[config.mk]
export PLATFORM = sky130hd
export DESIGN_NAME = qpair_ctrl
export DESIGN_NICKNAME = d
export VERILOG_FILES = /design/src/rtl/qp_pkg.sv /design/src/rtl/qp_sq_ring.sv /design/src/rtl/qp_cq_ring.sv /design/src/rtl/qpair_ctrl.sv
export SDC_FILE = /design/constraint.sdc
export NUM_CORES = 1
export LEC_CHECK = 0
export BUFFER_PORTS_ARGS = -buffer_cell sky130_fd_sc_hd__buf_2
export CELL_PAD_IN_SITES_DETAIL_PLACEMENT = 0
export CELL_PAD_IN_SITES_GLOBAL_PLACEMENT = 1
export CORE_AREA = 2 2 64 66
export DETAILED_ROUTE_END_ITERATION = 10
export DIE_AREA = 0 0 66 68
export PLACE_DENSITY = 0.77
export SYNTH_ARGS = -nofsm -noshare
export SYNTH_HDL_FRONTEND = slang
export SYNTH_SLANG_ARGS = --single-unit
export TNS_END_PERCENT = 30
[constraint.sdc]
create_clock -name clk -period 4.4 [get_ports clk]
set_input_delay 0.44 -clock clk [delete_from_list [all_inputs] [get_ports clk]]
set_output_delay 0.44 -clock clk [all_outputs]
set_load 0.02 [all_outputs]
[src/rtl/qp_pkg.sv]
package qp_pkg;
    typedef enum logic {
        DB_SQ_TAIL = 1'b0,
        DB_CQ_HEAD = 1'b1
    } db_target_e;

    localparam int unsigned ADMIN_MAX_DEPTH = 4096;
    localparam int unsigned IO_MAX_DEPTH    = 65536;
endpackage

[src/rtl/qp_sq_ring.sv]
module qp_sq_ring #(
    parameter int unsigned DEPTH = 16,
    parameter int unsigned DB_W  = 16,
    parameter int unsigned PTR_W = $clog2(DEPTH)
) (
    input  logic             clk,
    input  logic             rst_n,
    input  logic             db_hit,
    input  logic [DB_W-1:0]  db_val,
    input  logic             fetch_ready,
    output logic             fetch_valid,
    output logic [PTR_W-1:0] fetch_idx,
    output logic             empty,
    output logic             full,
    output logic             err
);
    localparam logic [PTR_W-1:0] LAST = PTR_W'(DEPTH - 1);

    typedef struct packed {
        logic [PTR_W-1:0] head;
        logic [PTR_W-1:0] tail;
        logic             err;
    } sq_state_t;

    sq_state_t st_d, st_q;
    logic             in_range;
    logic             take;
    logic [PTR_W-1:0] tail_inc;

    always_comb begin
        in_range = 32'(db_val) < DEPTH;
        tail_inc = (st_q.tail == LAST) ? '0 : st_q.tail + 1'b1;
        take     = fetch_valid && fetch_ready;
        st_d     = st_q;
        st_d.err = 1'b0;
        if (db_hit) begin
            if (in_range) st_d.tail = db_val[PTR_W-1:0];
            else          st_d.err  = 1'b1;
        end
        if (take) st_d.head = (st_q.head == LAST) ? '0 : st_q.head + 1'b1;
    end

    always_ff @(posedge clk) begin
        if (!rst_n) st_q <= '0;
        else        st_q <= st_d;
    end

    assign fetch_valid = st_q.head != st_q.tail;
    assign fetch_idx   = st_q.head;
    assign empty       = st_q.head == st_q.tail;
    assign full        = st_q.head == tail_inc;
    assign err         = st_q.err;

    assert_head_idle_R3: assert property (@(posedge clk) disable iff (!rst_n)
        !take |=> $stable(fetch_idx));
    assert_bad_db_keeps_tail_R4: assert property (@(posedge clk) disable iff (!rst_n)
        (db_hit && !in_range && !take) |=> ($stable(empty) && $stable(full)));
    assert_err_after_db_R4: assert property (@(posedge clk) disable iff (!rst_n)
        err |-> $past(db_hit));
endmodule

[src/rtl/qp_cq_ring.sv]
module qp_cq_ring #(
    parameter int unsigned DEPTH = 16,
    parameter int unsigned DB_W  = 16,
    parameter int unsigned PTR_W = $clog2(DEPTH)
) (
    input  logic             clk,
    input  logic             rst_n,
    input  logic             db_hit,
    input  logic [DB_W-1:0]  db_val,
    input  logic             cpl_valid,
    input  logic             irq_mask,
    output logic             cpl_ready,
    output logic             wr_valid,
    output logic [PTR_W-1:0] wr_idx,
    output logic             irq,
    output logic             empty,
    output logic             full,
    output logic             err
);
    localparam logic [PTR_W-1:0] LAST = PTR_W'(DEPTH - 1);

    typedef struct packed {
        logic [PTR_W-1:0] head;
        logic [PTR_W-1:0] tail;
        logic             err;
        logic             wr_valid;
        logic [PTR_W-1:0] wr_idx;
        logic             irq;
    } cq_state_t;

    cq_state_t st_d, st_q;
    logic             in_range;
    logic             take;
    logic [PTR_W-1:0] tail_inc;

    always_comb begin
        in_range      = 32'(db_val) < DEPTH;
        tail_inc      = (st_q.tail == LAST) ? '0 : st_q.tail + 1'b1;
        take          = cpl_valid && cpl_ready;
        st_d          = st_q;
        st_d.err      = 1'b0;
        st_d.wr_valid = 1'b0;
        st_d.irq      = 1'b0;
        if (db_hit) begin
            if (in_range) st_d.head = db_val[PTR_W-1:0];
            else          st_d.err  = 1'b1;
        end
        if (take) begin
            st_d.tail     = tail_inc;
            st_d.wr_valid = 1'b1;
            st_d.wr_idx   = st_q.tail;
            st_d.irq      = !irq_mask;
        end
    end

    always_ff @(posedge clk) begin
        if (!rst_n) st_q <= '0;
        else        st_q <= st_d;
    end

    assign full      = st_q.head == tail_inc;
    assign empty     = st_q.head == st_q.tail;
    assign cpl_ready = !full;
    assign wr_valid  = st_q.wr_valid;
    assign wr_idx    = st_q.wr_idx;
    assign irq       = st_q.irq;
    assign err       = st_q.err;

    assert_hold_when_full_R7: assert property (@(posedge clk) disable iff (!rst_n)
        (cpl_valid && !cpl_ready) |=> !wr_valid);
    assert_irq_with_write_R8: assert property (@(posedge clk) disable iff (!rst_n)
        irq |-> wr_valid);
    assert_write_follows_take_R6: assert property (@(posedge clk) disable iff (!rst_n)
        wr_valid |-> $past(cpl_valid));
    assert_err_after_db_R4: assert property (@(posedge clk) disable iff (!rst_n)
        err |-> $past(db_hit));
endmodule

[src/rtl/qpair_ctrl.sv]
module qpair_ctrl #(
    parameter int unsigned DEPTH   = 16,
    parameter bit          ADMIN   = 1'b0,
    parameter int unsigned DB_W    = 16,
    parameter int unsigned VEC_W   = 11,
    parameter int unsigned IRQ_VEC = 0,
    parameter int unsigned PTR_W   = $clog2(DEPTH)
) (
    input  logic             clk,
    input  logic             rst_n,
    input  logic             db_wr,
    input  logic             db_sel,
    input  logic [DB_W-1:0]  db_val,
    output logic             db_err,
    output logic             fetch_valid,
    input  logic             fetch_ready,
    output logic [PTR_W-1:0] fetch_idx,
    input  logic             cpl_valid,
    output logic             cpl_ready,
    input  logic             irq_mask,
    output logic             cwr_valid,
    output logic [PTR_W-1:0] cwr_idx,
    output logic             irq,
    output logic [VEC_W-1:0] irq_vec,
    output logic             sq_empty,
    output logic             sq_full,
    output logic             cq_empty,
    output logic             cq_full
);
    import qp_pkg::*;

    localparam int unsigned CAP = ADMIN ? ADMIN_MAX_DEPTH : IO_MAX_DEPTH;

    // ring size limits checked when the block is elaborated
    if (DEPTH < 2 || DEPTH > CAP) begin : g_bad_depth
        $error("qpair_ctrl: DEPTH out of the allowed range");
    end

    db_target_e target;
    logic       sq_hit, cq_hit, sq_err, cq_err;

    assign target = db_target_e'(db_sel);
    assign sq_hit = db_wr && (target == DB_SQ_TAIL);
    assign cq_hit = db_wr && (target == DB_CQ_HEAD);

    qp_sq_ring #(.DEPTH(DEPTH), .DB_W(DB_W), .PTR_W(PTR_W)) u_sq (
        .clk        (clk),
        .rst_n      (rst_n),
        .db_hit     (sq_hit),
        .db_val     (db_val),
        .fetch_ready(fetch_ready),
        .fetch_valid(fetch_valid),
        .fetch_idx  (fetch_idx),
        .empty      (sq_empty),
        .full       (sq_full),
        .err        (sq_err)
    );

    qp_cq_ring #(.DEPTH(DEPTH), .DB_W(DB_W), .PTR_W(PTR_W)) u_cq (
        .clk      (clk),
        .rst_n    (rst_n),
        .db_hit   (cq_hit),
        .db_val   (db_val),
        .cpl_valid(cpl_valid),
        .irq_mask (irq_mask),
        .cpl_ready(cpl_ready),
        .wr_valid (cwr_valid),
        .wr_idx   (cwr_idx),
        .irq      (irq),
        .empty    (cq_empty),
        .full     (cq_full),
        .err      (cq_err)
    );

    assign db_err  = sq_err || cq_err;
    assign irq_vec = VEC_W'(IRQ_VEC);

    assert_status_exclusive_R5: assert property (@(posedge clk) disable iff (!rst_n)
        !(sq_empty && sq_full) && !(cq_empty && cq_full));
    assert_err_single_cycle_R4: assert property (@(posedge clk) disable iff (!rst_n)
        (db_err && !db_wr) |=> !db_err);
endmodule

## Word-level counts from Yosys, hierarchy flattened

Index checks and enable logic that the tools add are counted.

| word-level totals | value |
|---|---|
| word-level logic and storage cells | 39 |
| input port bits | 23 |
| register bits after elaboration | 24 |

| operators by class | value |
|---|---|
| reductions and logical operators | 12 |
| $add $sub $neg | 3 |
| bitwise operators | 1 |
| mux-type cells | 5 |
| magnitude comparators | 1 |
| equality and inequality tests | 8 |

Operators with widths:

| cell | number |
|---|---|
| == test 4 bit | 4 |
| < comparator 16 x 5 -> 1 bit, second input constant | 1 |
| adder 4 x 1 -> 4 bit, second input constant | 3 |
| == test 4 bit, second input constant | 3 |
| two-way mux 4 bit | 3 |
| AND reduction 2 bit | 5 |
| two-way mux 6 bit | 1 |
| logical AND 1 bit | 4 |
| != test 4 bit | 1 |
| logical NOT 1 bit | 2 |
| logical OR 1 bit | 1 |
| two-way mux 1 bit | 1 |
| NOT 1 bit | 1 |

## Depth between registers and ports, before layout

| depth | value |
|---|---|
| word-level depth | 6 |
| gate-level depth with buffers | 7 |
| depth with buffers taken out | 6 |

## Cells and area by module

From an unflattened synthesis, not the netlist that was laid out.

| unflattened totals | value |
|---|---|
| cells, all modules | 164 |
| area, all modules | 1461.4 µm² |

Modules (own cells, without submodules):

| module | cells an instance | times used | area an instance (µm²) |
|---|---|---|---|
| qp_cq_ring | 81 | 1 | 745.7 |
| qp_sq_ring | 68 | 1 | 606.8 |
| qpair_ctrl | 15 | 1 | 108.9 |

## Worst setup path before layout

Ideal clock, no wire load.

| path | value |
|---|---|
| path kind | register to output |
| start | register u_sq.st_q[1] (netlist name) |
| end | output sq_full |
| arrival time | 1750 ps |
| path buffers | 0 |
| stages on the path, launching flop included | 7 |
| path slack | 2210 ps |
| cell sequence | dfxtp_1 > ha_1 > a21oi_1 > o21ai_0 > o21ai_0 > xor2_1 > nor4_1 |

| on the way | value |
|---|---|
| cells in the longest elaborated chain, start to end | 3 |

RTL lines:

| element | line | RTL |
|---|---|---|
| start: declaration | qp_sq_ring.sv:25 | `sq_state_t st_d, st_q;` |
| start signal: assignment | qp_sq_ring.sv:45 | `else st_q <= st_d;` |
| adder 4 x 1 -> 4 bit or == test 4 bit (tied branches) | qp_sq_ring.sv:32 | `tail_inc = (st_q.tail == LAST) ? '0 : st_q.tail + 1'b1;` |
| two-way mux 4 bit * | qp_sq_ring.sv:32 |  |
| == test 4 bit * | qp_sq_ring.sv:51 | `assign full = st_q.head == tail_inc;` |
| end: declaration | qpair_ctrl.sv:26 | `output logic sq_full,` |

Mark *: on every way between the ends. The rest lies on a longest branch, timed or not.

## Worst setup path after layout

Same ends and word-level chain as after synthesis.

==> qor.yml <==
clock_tree:
  post_cts_buffers: 0
  cts-root-buf: "clkbuf_8"
  cts_sinks: 24
  h-tree-depth: 1
  worst_skew_pair.late_latency_ns: 0.26
  path_clk_slew_ns: 0.08
  cts_buffers: 3
  cts_max_path_buffers: 2
  ctsResizeCount: 0
  tritoncts: "built"
  cts_hold_buffers: 0
detailed_routing:
  vias: 1042
  routed_via_density: 4.45
  ant_nets: 0
  wl_per_cell_microns: 10.3
  drt_iter0_markers: 35
  drc: 0
  first_pass_iters: 4
  drt_wl_total_mm: 2.40
synthesis:
  synth.most_common_cell: "dfxtp_1"
  netlist_area_sq_um: 1350
  ys.flop_type: "dfxtp_1"
  synth-seq-cells: 24
  syn_avg_cell_area_sq_um: 8.77
  synth_top_area_frac: 0.356
  async_reset_ff_frac: 0
  synth_top_area_cell: "dfxtp_1"
  synth.distinct_cells: 30
  ys_seq_area_frac: 0.356
  ys_warn_count: 0
  synth_area_leaders: "dfxtp_1 36%, mux2i_1 13%, buf_4 11%"
  synth_edf_count: 0
  synth_common_cells: "24 x dfxtp_1, 19 x buf_4, 17 x mux2i_1"
  synthCells: 154
setup_path:
  path_cells: "ha_1 > a21oi_1 > o21ai_0 > o21ai_0 > xor2_1 > nor4_1 > buf_2"
  start_kind: "register"
  cp_common_cell: "o21ai_0"
  path_class: "register to primary output"
  critPathBufInv: 1
  crit_slowest_cell: "dfxtp_1"
  slowest_delay_ns: 0.43
  path_max_fanout: 6
  crit_family: "flip-flops"
  worstPathArrival_ns: 1.82
  end_kind: "primary output"
  cp.required_ns: 3.96
placed_design:
  dp_hpwl_mm: 1.92
  placedInstanceArea_sq_um: 1480
  place.gp.congestion: 0.760
  portBuffers: 39
sta:
  fmax_mhz: 443
  finalHoldViolations: 0
  drv_slew: 0
  grt_setup_unrepaired: "false"
  period_share: 0.513
  tns_ns: 0
  setup_violations: 0
  skew_ns: 0.000896
  min_period_ns: 2.26
power_and_ir_drop:
  netSwitchingFraction: 0.265
  clockPowerShare: 0.325
  seqPwrFrac: 0.506
  p_leak_nw: 0.773
  p_comb_frac: 0.169
  p_int_w: 0.000331
  p_switching_w: 0.000119
  ir_worst_vdd_mv: 0.169
  powerDensity_nw_per_um2: 294
cells_and_area:
  fin_nets: 211
  design_area_sq_um: 1540
  n_antenna_cell: 0
  drive_above_1_share: 0.255
  area_growth_pct: 13.7
  final_util: 0.398
outcome:
  outcome: "finished, final reports clean"
global_route:
  grt_usage: 0.119
  antenna_found_initial: 0
  grt_pass1_vias: 937
  grt-ovfl-total: 0
  grt_pass1_wl_mm: 4.13
  grt_max_degree: 15
die:
  start_util: 0.350
  rows: 23
  die_h_microns: 68
  die_area_sq_um: 4490
  die_w_microns: 66
  pin_count: 51
  core_sq_um: 3860
job:
  maxCapViolCount: 0
hold_path:
  hold_class: "primary input to register"
-- power by group through the flow --
stage / logic, W / clock network [W] / registers [W]
2_1_floorplan: 0.0000622 / 0 / 0.000234
3_3_place_gp: 0.0000767 / 0 / 0.000233
3_5_place_dp: 0.0000767 / 0 / 0.000234
4_1_cts: 0.0000770 / 0.000156 / 0.000228
5_1_grt: 0.0000848 / 0.000164 / 0.000229
6_report: 0.0000762 / 0.000146 / 0.000228
-- layout by cell type (no fill, tap or decap), types with 2 or more instances in the layout --
cell / Yosys / final
inv_1: 6 / 6
xor2_1: 11 / 11
a21oi_1: 6 / 6
a31oi_1: 2 / 2
conb_1: 1 / 11
nand2b_1: 2 / 2
nor4_1: 5 / 5
ha_1: 3 / 3
nand2_1: 16 / 16
nor2_1: 13 / 13
xnor2_1: 5 / 5
clkbuf_8: 0 / 4
dfxtp_1: 24 / 24
o21ai_0: 3 / 3
and3_1: 2 / 2
nand3_1: 4 / 4
mux2i_1: 17 / 17
buf_2: 0 / 39
-- registers in the layout (all words and copies together), names as in the netlist --
name / cells
u_cq.st_q: 8
u_sq.st_q: 4
u_cq.irq: 1
u_cq.err: 1
u_cq.wr_idx: 4
u_cq.wr_valid: 1
u_sq.fetch_idx: 4
u_sq.err: 1
-- layout make-up --
class                      count  area, sq um
fill                         433         2320
multi-input combinational    111          719
sequential                    24          480
timing repair buffer          39          195
tap                           50         62.6
clock buffer                   4         55.1
inverter                       6         22.5
-- per-stage QoR --
stage          hold slack [ns]  instances  worst slack [ns]  total power [W]
2_1_floorplan            0.439        164              2.21         0.000296
3_3_place_gp             0.446        230              2.44         0.000310
3_5_place_dp             0.458        230              2.43         0.000310
4_1_cts                  0.315        234              2.13         0.000461
5_1_grt                  0.314        234              1.92         0.000478
6_report                 0.330        234              2.14         0.000451
-- path summary, 6_finish.rpt --
check / start / endpoint / slack [ns] / cells past startpoint
min reg2reg: u_cq.wr_idx[2] / u_cq.wr_idx[2] / 0.46 / 2
max: u_sq.st_q[1] / sq_full / 2.14 / 7
min: irq_mask / u_cq.irq / 0.33 / 2
max reg2reg: u_cq.st_q[7] / u_cq.st_q[7] / 2.54 / 6
-- layer usage --
layer  global-route usage  vias up  part of all wire
met5                    0        -                 0
met4               0.0306        0            0.0033
met3               0.0411        2             0.064
met2                0.199       26              0.46
met1                0.146      466              0.47
li1                     -      548                 -
-- cells by family after synthesis --
| family | synth area share |
|---|---|
| AO/OA/AOI/OAI | 0.0714 |
| XOR/XNOR | 0.104 |
| adder cells (fa/ha/maj) | 0.0278 |
| buffers and inverters | 0.139 |
| flip-flops | 0.356 |
| multiplexers | 0.126 |
| other | 0.00278 |
| AND/OR/NAND/NOR | 0.173 |
No activity file was read; power rests on OpenSTA's default activity.
